$ cat config.mk
export PLATFORM = sky130hd
export DESIGN_NAME = bitproc_top
export DESIGN_NICKNAME = d
export VERILOG_FILES = /design/src/rtl/bitproc_pkg.sv /design/src/rtl/bitproc_rst_sync.sv /design/src/rtl/bitproc_decode.sv /design/src/rtl/bitproc_datapath.sv /design/src/rtl/bitproc_top.sv
export SDC_FILE = /design/constraint.sdc
export NUM_CORES = 1
export LEC_CHECK = 0
export BUFFER_PORTS_ARGS = -buffer_cell sky130_fd_sc_hd__buf_4
export CORE_AREA = 2 2 39 41
export CTS_CLUSTER_DIAMETER = 200
export DETAILED_ROUTE_END_ITERATION = 7
export DIE_AREA = 0 0 41 43
export PLACE_DENSITY = 0.68
export SETUP_SLACK_MARGIN = 0.2
export SYNTH_ARGS = -nofsm -noshare
export SYNTH_HDL_FRONTEND = slang
export SYNTH_SLANG_ARGS = --single-unit
$ cat constraint.sdc
create_clock -name clk -period 0.8 [get_ports clk]
set_input_delay 0.08 -clock clk [delete_from_list [all_inputs] [get_ports clk]]
set_output_delay 0.08 -clock clk [all_outputs]
set_load 0.005 [all_outputs]
$ cat src/rtl/bitproc_pkg.sv
package bitproc_pkg;

  typedef enum logic [3:0] {
    OP_NOP   = 4'h0,
    OP_SETB  = 4'h1,
    OP_CLRB  = 4'h2,
    OP_CPLB  = 4'h3,
    OP_SETC  = 4'h4,
    OP_CLRC  = 4'h5,
    OP_CPLC  = 4'h6,
    OP_JSET  = 4'h7,
    OP_JCLR  = 4'h8,
    OP_JSC   = 4'h9,
    OP_LDC   = 4'hA,
    OP_STC   = 4'hB,
    OP_ORC   = 4'hC,
    OP_ORNC  = 4'hD,
    OP_ANDC  = 4'hE,
    OP_ANDNC = 4'hF
  } bp_op_e;

  typedef enum logic [2:0] {
    FN_ONE, FN_ZERO, FN_NOT_SRC, FN_NOT_C, FN_SRC, FN_C, FN_OR, FN_AND
  } bp_fn_e;

  typedef struct packed {
    logic   wr_bit;
    logic   wr_carry;
    logic   wr_cond;
    logic   jmp;
    logic   jmp_on_set;
    logic   inv_src;
    bp_fn_e fn;
  } bp_ctrl_t;

  typedef struct packed {
    logic bit_we;
    logic bit_val;
    logic c_we;
    logic c_val;
    logic jump;
  } bp_res_t;

endpackage

$ cat src/rtl/bitproc_rst_sync.sv
module bitproc_rst_sync #(
  parameter int STAGES = 2
) (
  input  logic clk,
  input  logic rst_n,
  output logic rst_sync_n
);
  logic [STAGES-1:0] sync_q;

  always_ff @(posedge clk or negedge rst_n) begin
    if (!rst_n) sync_q <= '0;
    else        sync_q <= {sync_q[STAGES-2:0], 1'b1};
  end

  assign rst_sync_n = sync_q[STAGES-1];
endmodule

$ cat src/rtl/bitproc_decode.sv
module bitproc_decode
  import bitproc_pkg::*;
(
  input  logic [3:0] op_code,
  output bp_ctrl_t   ctrl
);
  always_comb begin
    ctrl = '{wr_bit: 1'b0, wr_carry: 1'b0, wr_cond: 1'b0, jmp: 1'b0,
             jmp_on_set: 1'b0, inv_src: 1'b0, fn: FN_ZERO};
    unique case (bp_op_e'(op_code))
      OP_NOP:   ;
      OP_SETB:  begin ctrl.wr_bit = 1'b1;   ctrl.fn = FN_ONE;     end
      OP_CLRB:  begin ctrl.wr_bit = 1'b1;   ctrl.fn = FN_ZERO;    end
      OP_CPLB:  begin ctrl.wr_bit = 1'b1;   ctrl.fn = FN_NOT_SRC; end
      OP_SETC:  begin ctrl.wr_carry = 1'b1; ctrl.fn = FN_ONE;     end
      OP_CLRC:  begin ctrl.wr_carry = 1'b1; ctrl.fn = FN_ZERO;    end
      OP_CPLC:  begin ctrl.wr_carry = 1'b1; ctrl.fn = FN_NOT_C;   end
      OP_JSET:  begin ctrl.jmp = 1'b1; ctrl.jmp_on_set = 1'b1;    end
      OP_JCLR:  begin ctrl.jmp = 1'b1; ctrl.jmp_on_set = 1'b0;    end
      OP_JSC: begin
        ctrl.jmp = 1'b1; ctrl.jmp_on_set = 1'b1;
        ctrl.wr_bit = 1'b1; ctrl.wr_cond = 1'b1; ctrl.fn = FN_ZERO;
      end
      OP_LDC:   begin ctrl.wr_carry = 1'b1; ctrl.fn = FN_SRC;     end
      OP_STC:   begin ctrl.wr_bit = 1'b1;   ctrl.fn = FN_C;       end
      OP_ORC:   begin ctrl.wr_carry = 1'b1; ctrl.fn = FN_OR;      end
      OP_ORNC:  begin ctrl.wr_carry = 1'b1; ctrl.fn = FN_OR;  ctrl.inv_src = 1'b1; end
      OP_ANDC:  begin ctrl.wr_carry = 1'b1; ctrl.fn = FN_AND;     end
      OP_ANDNC: begin ctrl.wr_carry = 1'b1; ctrl.fn = FN_AND; ctrl.inv_src = 1'b1; end
      default:  ;
    endcase
  end
endmodule

$ cat src/rtl/bitproc_datapath.sv
module bitproc_datapath
  import bitproc_pkg::*;
#(
  parameter int                ADDR_W     = 8,
  parameter logic [ADDR_W-1:0] CARRY_ADDR = 8'hD7
) (
  input  bp_ctrl_t          ctrl,
  input  logic [ADDR_W-1:0] bit_addr,
  input  logic              bit_rd,
  input  logic              carry_rd,
  output bp_res_t           res
);
  logic is_alias;
  logic src;
  logic src_eff;
  logic value;
  logic bit_go;

  always_comb begin
    is_alias = (bit_addr == CARRY_ADDR);
    src      = is_alias ? carry_rd : bit_rd;
    src_eff  = ctrl.inv_src ? ~src : src;

    unique case (ctrl.fn)
      FN_ONE:     value = 1'b1;
      FN_ZERO:    value = 1'b0;
      FN_NOT_SRC: value = ~src;
      FN_NOT_C:   value = ~carry_rd;
      FN_SRC:     value = src;
      FN_C:       value = carry_rd;
      FN_OR:      value = carry_rd | src_eff;
      FN_AND:     value = carry_rd & src_eff;
      default:    value = 1'b0;
    endcase

    bit_go = ctrl.wr_bit & (~ctrl.wr_cond | src);

    res.jump    = ctrl.jmp & (ctrl.jmp_on_set ? src : ~src);
    res.bit_we  = bit_go & ~is_alias;
    res.c_we    = ctrl.wr_carry | (bit_go & is_alias);
    res.bit_val = res.bit_we & value;
    res.c_val   = res.c_we & value;
  end
endmodule

$ cat src/rtl/bitproc_top.sv
module bitproc_top
  import bitproc_pkg::*;
#(
  parameter int                ADDR_W     = 8,
  parameter logic [ADDR_W-1:0] CARRY_ADDR = 8'hD7,
  parameter int                RST_STAGES = 2
) (
  input  logic              clk,
  input  logic              rst_n,
  input  logic              op_valid,
  input  logic [3:0]        op_code,
  input  logic [ADDR_W-1:0] bit_addr,
  input  logic              bit_rd,
  input  logic              carry_rd,
  output logic              bit_wr_en,
  output logic              bit_wr_val,
  output logic              carry_wr_en,
  output logic              carry_wr_val,
  output logic              jump_taken
);
  logic     rst_sync_n;
  bp_ctrl_t ctrl;
  bp_res_t  res_comb;
  bp_res_t  res_d;
  bp_res_t  res_q;

  bitproc_rst_sync #(.STAGES(RST_STAGES)) rst_sync_i (
    .clk        (clk),
    .rst_n      (rst_n),
    .rst_sync_n (rst_sync_n)
  );

  bitproc_decode decode_i (
    .op_code (op_code),
    .ctrl    (ctrl)
  );

  bitproc_datapath #(.ADDR_W(ADDR_W), .CARRY_ADDR(CARRY_ADDR)) datapath_i (
    .ctrl     (ctrl),
    .bit_addr (bit_addr),
    .bit_rd   (bit_rd),
    .carry_rd (carry_rd),
    .res      (res_comb)
  );

  // next-state
  always_comb begin
    if (op_valid) res_d = res_comb;
    else          res_d = '0;
  end

  // register
  always_ff @(posedge clk or negedge rst_sync_n) begin
    if (!rst_sync_n) res_q <= '0;
    else             res_q <= res_d;
  end

  assign bit_wr_en    = res_q.bit_we;
  assign bit_wr_val   = res_q.bit_val;
  assign carry_wr_en  = res_q.c_we;
  assign carry_wr_val = res_q.c_val;
  assign jump_taken   = res_q.jump;

  AST_IDLE_QUIET: assert property (@(posedge clk) disable iff (!rst_sync_n)
    !op_valid |=> !bit_wr_en && !carry_wr_en && !jump_taken);
  AST_CARRY_OP_NO_BIT_WR: assert property (@(posedge clk) disable iff (!rst_sync_n)
    op_valid && (op_code inside {OP_SETC, OP_CLRC, OP_CPLC}) |=> carry_wr_en && !bit_wr_en);
  AST_TEST_JUMP_NO_WR: assert property (@(posedge clk) disable iff (!rst_sync_n)
    op_valid && (op_code inside {OP_JSET, OP_JCLR}) |=> !bit_wr_en && !carry_wr_en);
  AST_JSC_CLEARS: assert property (@(posedge clk) disable iff (!rst_sync_n)
    op_valid && op_code == OP_JSC && bit_addr != CARRY_ADDR && bit_rd
    |=> jump_taken && bit_wr_en && !bit_wr_val);
  AST_JSC_ZERO_QUIET: assert property (@(posedge clk) disable iff (!rst_sync_n)
    op_valid && op_code == OP_JSC && bit_addr != CARRY_ADDR && !bit_rd
    |=> !jump_taken && !bit_wr_en && !carry_wr_en);
  AST_ALIAS_NO_BIT_WR: assert property (@(posedge clk) disable iff (!rst_sync_n)
    op_valid && bit_addr == CARRY_ADDR |=> !bit_wr_en);
  AST_ONE_STROBE: assert property (@(posedge clk) disable iff (!rst_sync_n)
    $onehot0({bit_wr_en, carry_wr_en}));
endmodule

### Word-level counts from Yosys, hierarchy flattened

Index checks and enable logic that the tools add are counted.

| cells by class | value |
|---|---|
| bitwise logic cells | 14 |
| reduce and logical (&&, ||, !) cells | 8 |
| multiplexer cells | 11 |
| eq/ne operators | 23 |

Operators by type and width:

| kind | number |
|---|---|
| $eq 4x4->1 const B | 8 |
| $pmux 3 s7 | 1 |
| $eq 4x3->1 const B | 4 |
| $eq 3x3->1 const B | 4 |
| $reduce_or 2->1 | 5 |
| $eq 4x2->1 const B | 2 |
| $eq 8x8->1 const B | 1 |
| $pmux 1 s8 | 1 |
| $reduce_or 8->1 | 1 |
| $and 1x1->1 | 7 |
| $mux 1 | 7 |
| $eq 3x2->1 const B | 2 |
| $mux 5 | 1 |
| $reduce_or 5->1 | 1 |
| $eq 4x1->1 const B | 1 |
| $not 1->1 | 4 |
| $pmux 2 s2 | 1 |
| $eq 3x1->1 const B | 1 |
| $logic_not 3->1 | 1 |
| $or 1x1->1 | 3 |

| storage, ports and cells | value |
|---|---|
| word-level logic and storage cells | 62 |
| bits in registers | 7 |
| output and inout bits | 5 |

### Logic depth before layout (Yosys ltp)

| depth | value |
|---|---|
| depth in word-level cells | 9 |
| depth in mapped cells | 5 |
| depth with buffers taken out | 4 |

### Hierarchy

A second synthesis with hierarchy kept.

| second synthesis, totals | value |
|---|---|
| cell total of the unflattened synthesis | 74 |
| area total of the unflattened synthesis | 648.1 um^2 |

Modules (own cells, without submodules):

| module | area an instance (um^2) | cells each | times used |
|---|---|---|---|
| bitproc_datapath | 271.5 | 35 | 1 |
| bitproc_decode | 166.4 | 26 | 1 |
| bitproc_top | 156.4 | 10 | 1 |
| bitproc_rst_sync | 53.8 | 3 | 1 |

### Worst setup path before layout

OpenSTA, ideal clock, no wires.

| path | value |
|---|---|
| path kind | input port to flip-flop |
| start point | input port bit_addr[3] |
| end point | register res_q, in the netlist bit_wr_val |
| stages | 4 |
| data required time | 0.713 ns |
| slack | -0.250 ns |
| setup time | 0.087 ns |
| arrival | 0.963 ns |
| path through | and4bb_4 > and2_4 > or3_4 > a211oi_2 |

RTL lines:

| element | RTL line | text |
|---|---|---|
| start, declared | bitproc_top.sv:12 | `input logic [ADDR_W-1:0] bit_addr,` |
| end signal, assigned | bitproc_top.sv:55 | `else res_q <= res_d;` |
| end, declared | bitproc_top.sv:25 | `bp_res_t res_q;` |

==> results.py <==
metrics = {
    "global_routing": {
        "grt_pass1_wl_mm": 2.463,
        "grt_pass1_vias": 596,
        "gr-total-overflow": 0,
        "globalRouteTotalUtil": 0.2064,
        "grt_max_degree": 10,
        "antenna_found_initial": 0,
    },
    "floorplanning": {
        "initial_core_util": 0.3662,
        "die_w_um": 41,
        "die_y_um": 43,
        "rows": 14,
        "core_area_mm2": 0.001384,
        "die_area_mm2": 0.001763,
        "io-pin-count": 22,
    },
    "timing": {
        "rsz0062_at_grt": "yes",
        "finalMaxSlewViolations": 0,
        "finalClockSkew_ns": 0.002052,
        "setup_tns_ns": -0.3398,
        "whs_ns": 0.07877,
        "hold_viol_final": 0,
        "finalCriticalPeriod_ns": 0.9044,
        "setup_ws_ns": -0.1044,
        "timing.fmax_mhz": 1106,
        "setup_viol": 7,
        "period_share": 1.131,
    },
    "final_layout": {
        "final_nets": 111,
        "area_growth_pct": 81.73,
        "fillers": 116,
        "multi_input_area_um2": 347.8,
        "seq_area_um2": 175.2,
        "final_core_util": 0.6655,
        "stdcell_area_um2": 920.9,
        "drive_above_1_share": 0.6022,
        "n_antenna_cell": 0,
    },
    "power_and_ir_drop": {
        "power_density_mw_per_mm2": 1094,
        "p_seq_frac": 0.380,
        "p_switching_w": 0.0002494,
        "clock_power_share": 0.302,
        "p_int_w": 0.0007585,
        "p_leak_nw": 0.4374,
        "peakVddDrop_mv": 0.3967,
        "comb_power_share": 0.318,
        "swShare": 0.2474,
        "power_w": 0.001008,
    },
    "synth": {
        "syn_area_per_cell_um2": 9.213,
        "yosysTopAreaCell": "dfrtp_1",
        "synth_fp_nets": 72,
        "syn-instance-count": 55,
        "ys_seq_area_frac": 0.3457,
        "synth_ff_type": "dfrtp_1",
        "synthArstFlopShare": 1.000,
        "syn_area_um2": 506.7,
        "synth-edff-count": 0,
        "synth_top_cell_area_share": 0.3457,
        "yosysWarnings": 0,
        "synth.most_common_cell": "dfrtp_1",
        "ys_types": 34,
        "synth-seq-cells": 7,
        "synth_area_leaders": "dfrtp_1, nand2b_1, nor3b_1, and4bb_4, o21ai_0",
        "yosys-top-cells-count": "dfrtp_1, inv_1, nand2b_1",
    },
    "clock_network": {
        "cts_max_level": 1,
        "cts_buffer_depth": 2,
        "numCtsBuffers": 3,
        "clkTransAtPathRegs_ns": 0.05,
        "clkLatencyLatePin_ns": 0.24,
        "cts_num_sinks": 7,
        "cts_tree": "yes",
        "cts_root_buf": "clkbuf_4",
    },
    "worst_setup_path": {
        "critPathLaunchType": "primary input",
        "crit_buf_inv": 1,
        "reg2reg_to": "rst_sync_i.sync_q[1]",
        "ff2ff_setup_slack_ns": 0.33,
        "cp_slowest_cell": "a211o_4",
        "setup.worst_path.class": "primary input to register",
        "arrival_ns": 1.06,
        "worstPathCellList": "buf_4, nand2b_1, nor3b_1, a211o_4, a211oi_2",
        "cp_top_family": "compound AO/OA/AOI/OAI gates",
        "path_depth": 5,
        "crit_path_max_fanout": 5,
        "endpoint_kind": "register",
        "ff2ff_path_depth": 0,
        "reg2reg_from": "rst_sync_i.sync_q[0]",
        "critPathLaunch": "op_code[2]",
        "cp-endpoint": "bit_wr_val",
        "required_ns": 0.95,
        "cpPeakStageDelay_ns": 0.32,
    },
    "worst_hold_path": {
        "hold_path.class": "register to async pin",
    },
    "place": {
        "place_area_um2": 783.3,
        "post-dp-hpwl_mm": 1.128,
        "place.gp.congestion": 0.8225,
        "numPortBuffers": 21,
    },
    "drt": {
        "avgViaCountPerCell": 5.165,
        "wl_per_cell_um": 13.50,
        "wl_mm": 1.471,
        "vias": 563,
        "drt_iter0_markers": 4,
        "drc_errors": 0,
        "drtAntennaViolNets": 0,
        "first_pass_iters": 3,
    },
    "outcome": {
        "violations": "negative setup slack",
        "status": "complete, but fails checks",
    },
    "job": {
        "cap_violations": 0,
    },
}
[sequential cells by signal (all words and copies together) (netlist names)]
name / cells
jump_taken: 1
carry_wr_en: 1
carry_wr_val: 1
bit_wr_val: 1
bit_wr_en: 1
rst_sync_i.sync_q: 2
[worst min path at each step]
stage / start / endpoint / slack (ns) / cells past startpoint
4_1_cts: rst_sync_i.sync_q[1] / carry_wr_en / 0.09 / 0
6_report: rst_sync_i.sync_q[1] / carry_wr_en / 0.08 / 0
3_5_place_dp: rst_n / rst_sync_i.sync_q[1] / -0.14 / 1
3_3_place_gp: rst_n / rst_sync_i.sync_q[1] / -0.14 / 1
2_1_floorplan: rst_n / rst_sync_i.sync_q[0] / -0.22 / 0
5_1_grt: rst_sync_i.sync_q[1] / carry_wr_val / 0.10 / 0
[layer usage]
layer  global-route usage  wire length [um]
met1               0.2300               591
met2               0.3625               829
met3              0.01571                42
met4               0.1000                 8
met5                    0                 0
[through the flow]
step | cells | setup WS, ns
finish | 109 | -0.1044
global route | 109 | -0.1104
CTS | 109 | -0.07828
detailed placement | 102 | -0.3809
global placement | 102 | -0.3570
floorplan | 55 | -0.1928
[cell type report]
class                      instances  area share
multi-input combinational         41      0.3777
tap                               16     0.02174
inverter                           4     0.01630
clock buffer                       4     0.02853
sequential                         7      0.1902
timing repair buffer              37      0.3655
[power by group through the flow]
| stage | logic, W | registers, W | clock network, W |
|---|---|---|---|
| after detailed placement | 0.000269 | 0.000388 | 0 |
| after floorplan | 0.000116 | 0.000386 | 0 |
| after CTS | 0.000314 | 0.000384 | 0.000322 |
| after global routing | 0.000348 | 0.000386 | 0.000353 |
| after global placement | 0.000263 | 0.000386 | 0 |
| final | 0.000320 | 0.000383 | 0.000304 |
[cell usage in the layout (no fill, tap or decap), types with 3 or more instances in the layout]
cell type	instances
dfrtp_1	7
buf_4	23
clkbuf_4	3
nand2b_1	4
inv_1	3
buf_6	11
[repair_timing]
item,CTS,global route
gates resized for setup,20,2
setup endpoints to repair,10,10
buffers inserted,2,0
hold endpoints to repair,2,0
hold buffers,1,0
pin swaps,2,0
[logic make-up (layout without fill, tap and decap cells)]
| logic type | count (synthesis) | count (layout) | share of synthesized area |
|---|---|---|---|
| simple gates | 22 | 22 | 0.3136 |
| compound gates | 18 | 18 | 0.2691 |
| flops | 7 | 7 | 0.3457 |
| buf+inv | 7 | 45 | 0.06420 |
| other cells | 1 | 1 | 0.007400 |
(Power assumes the default switching activity.)
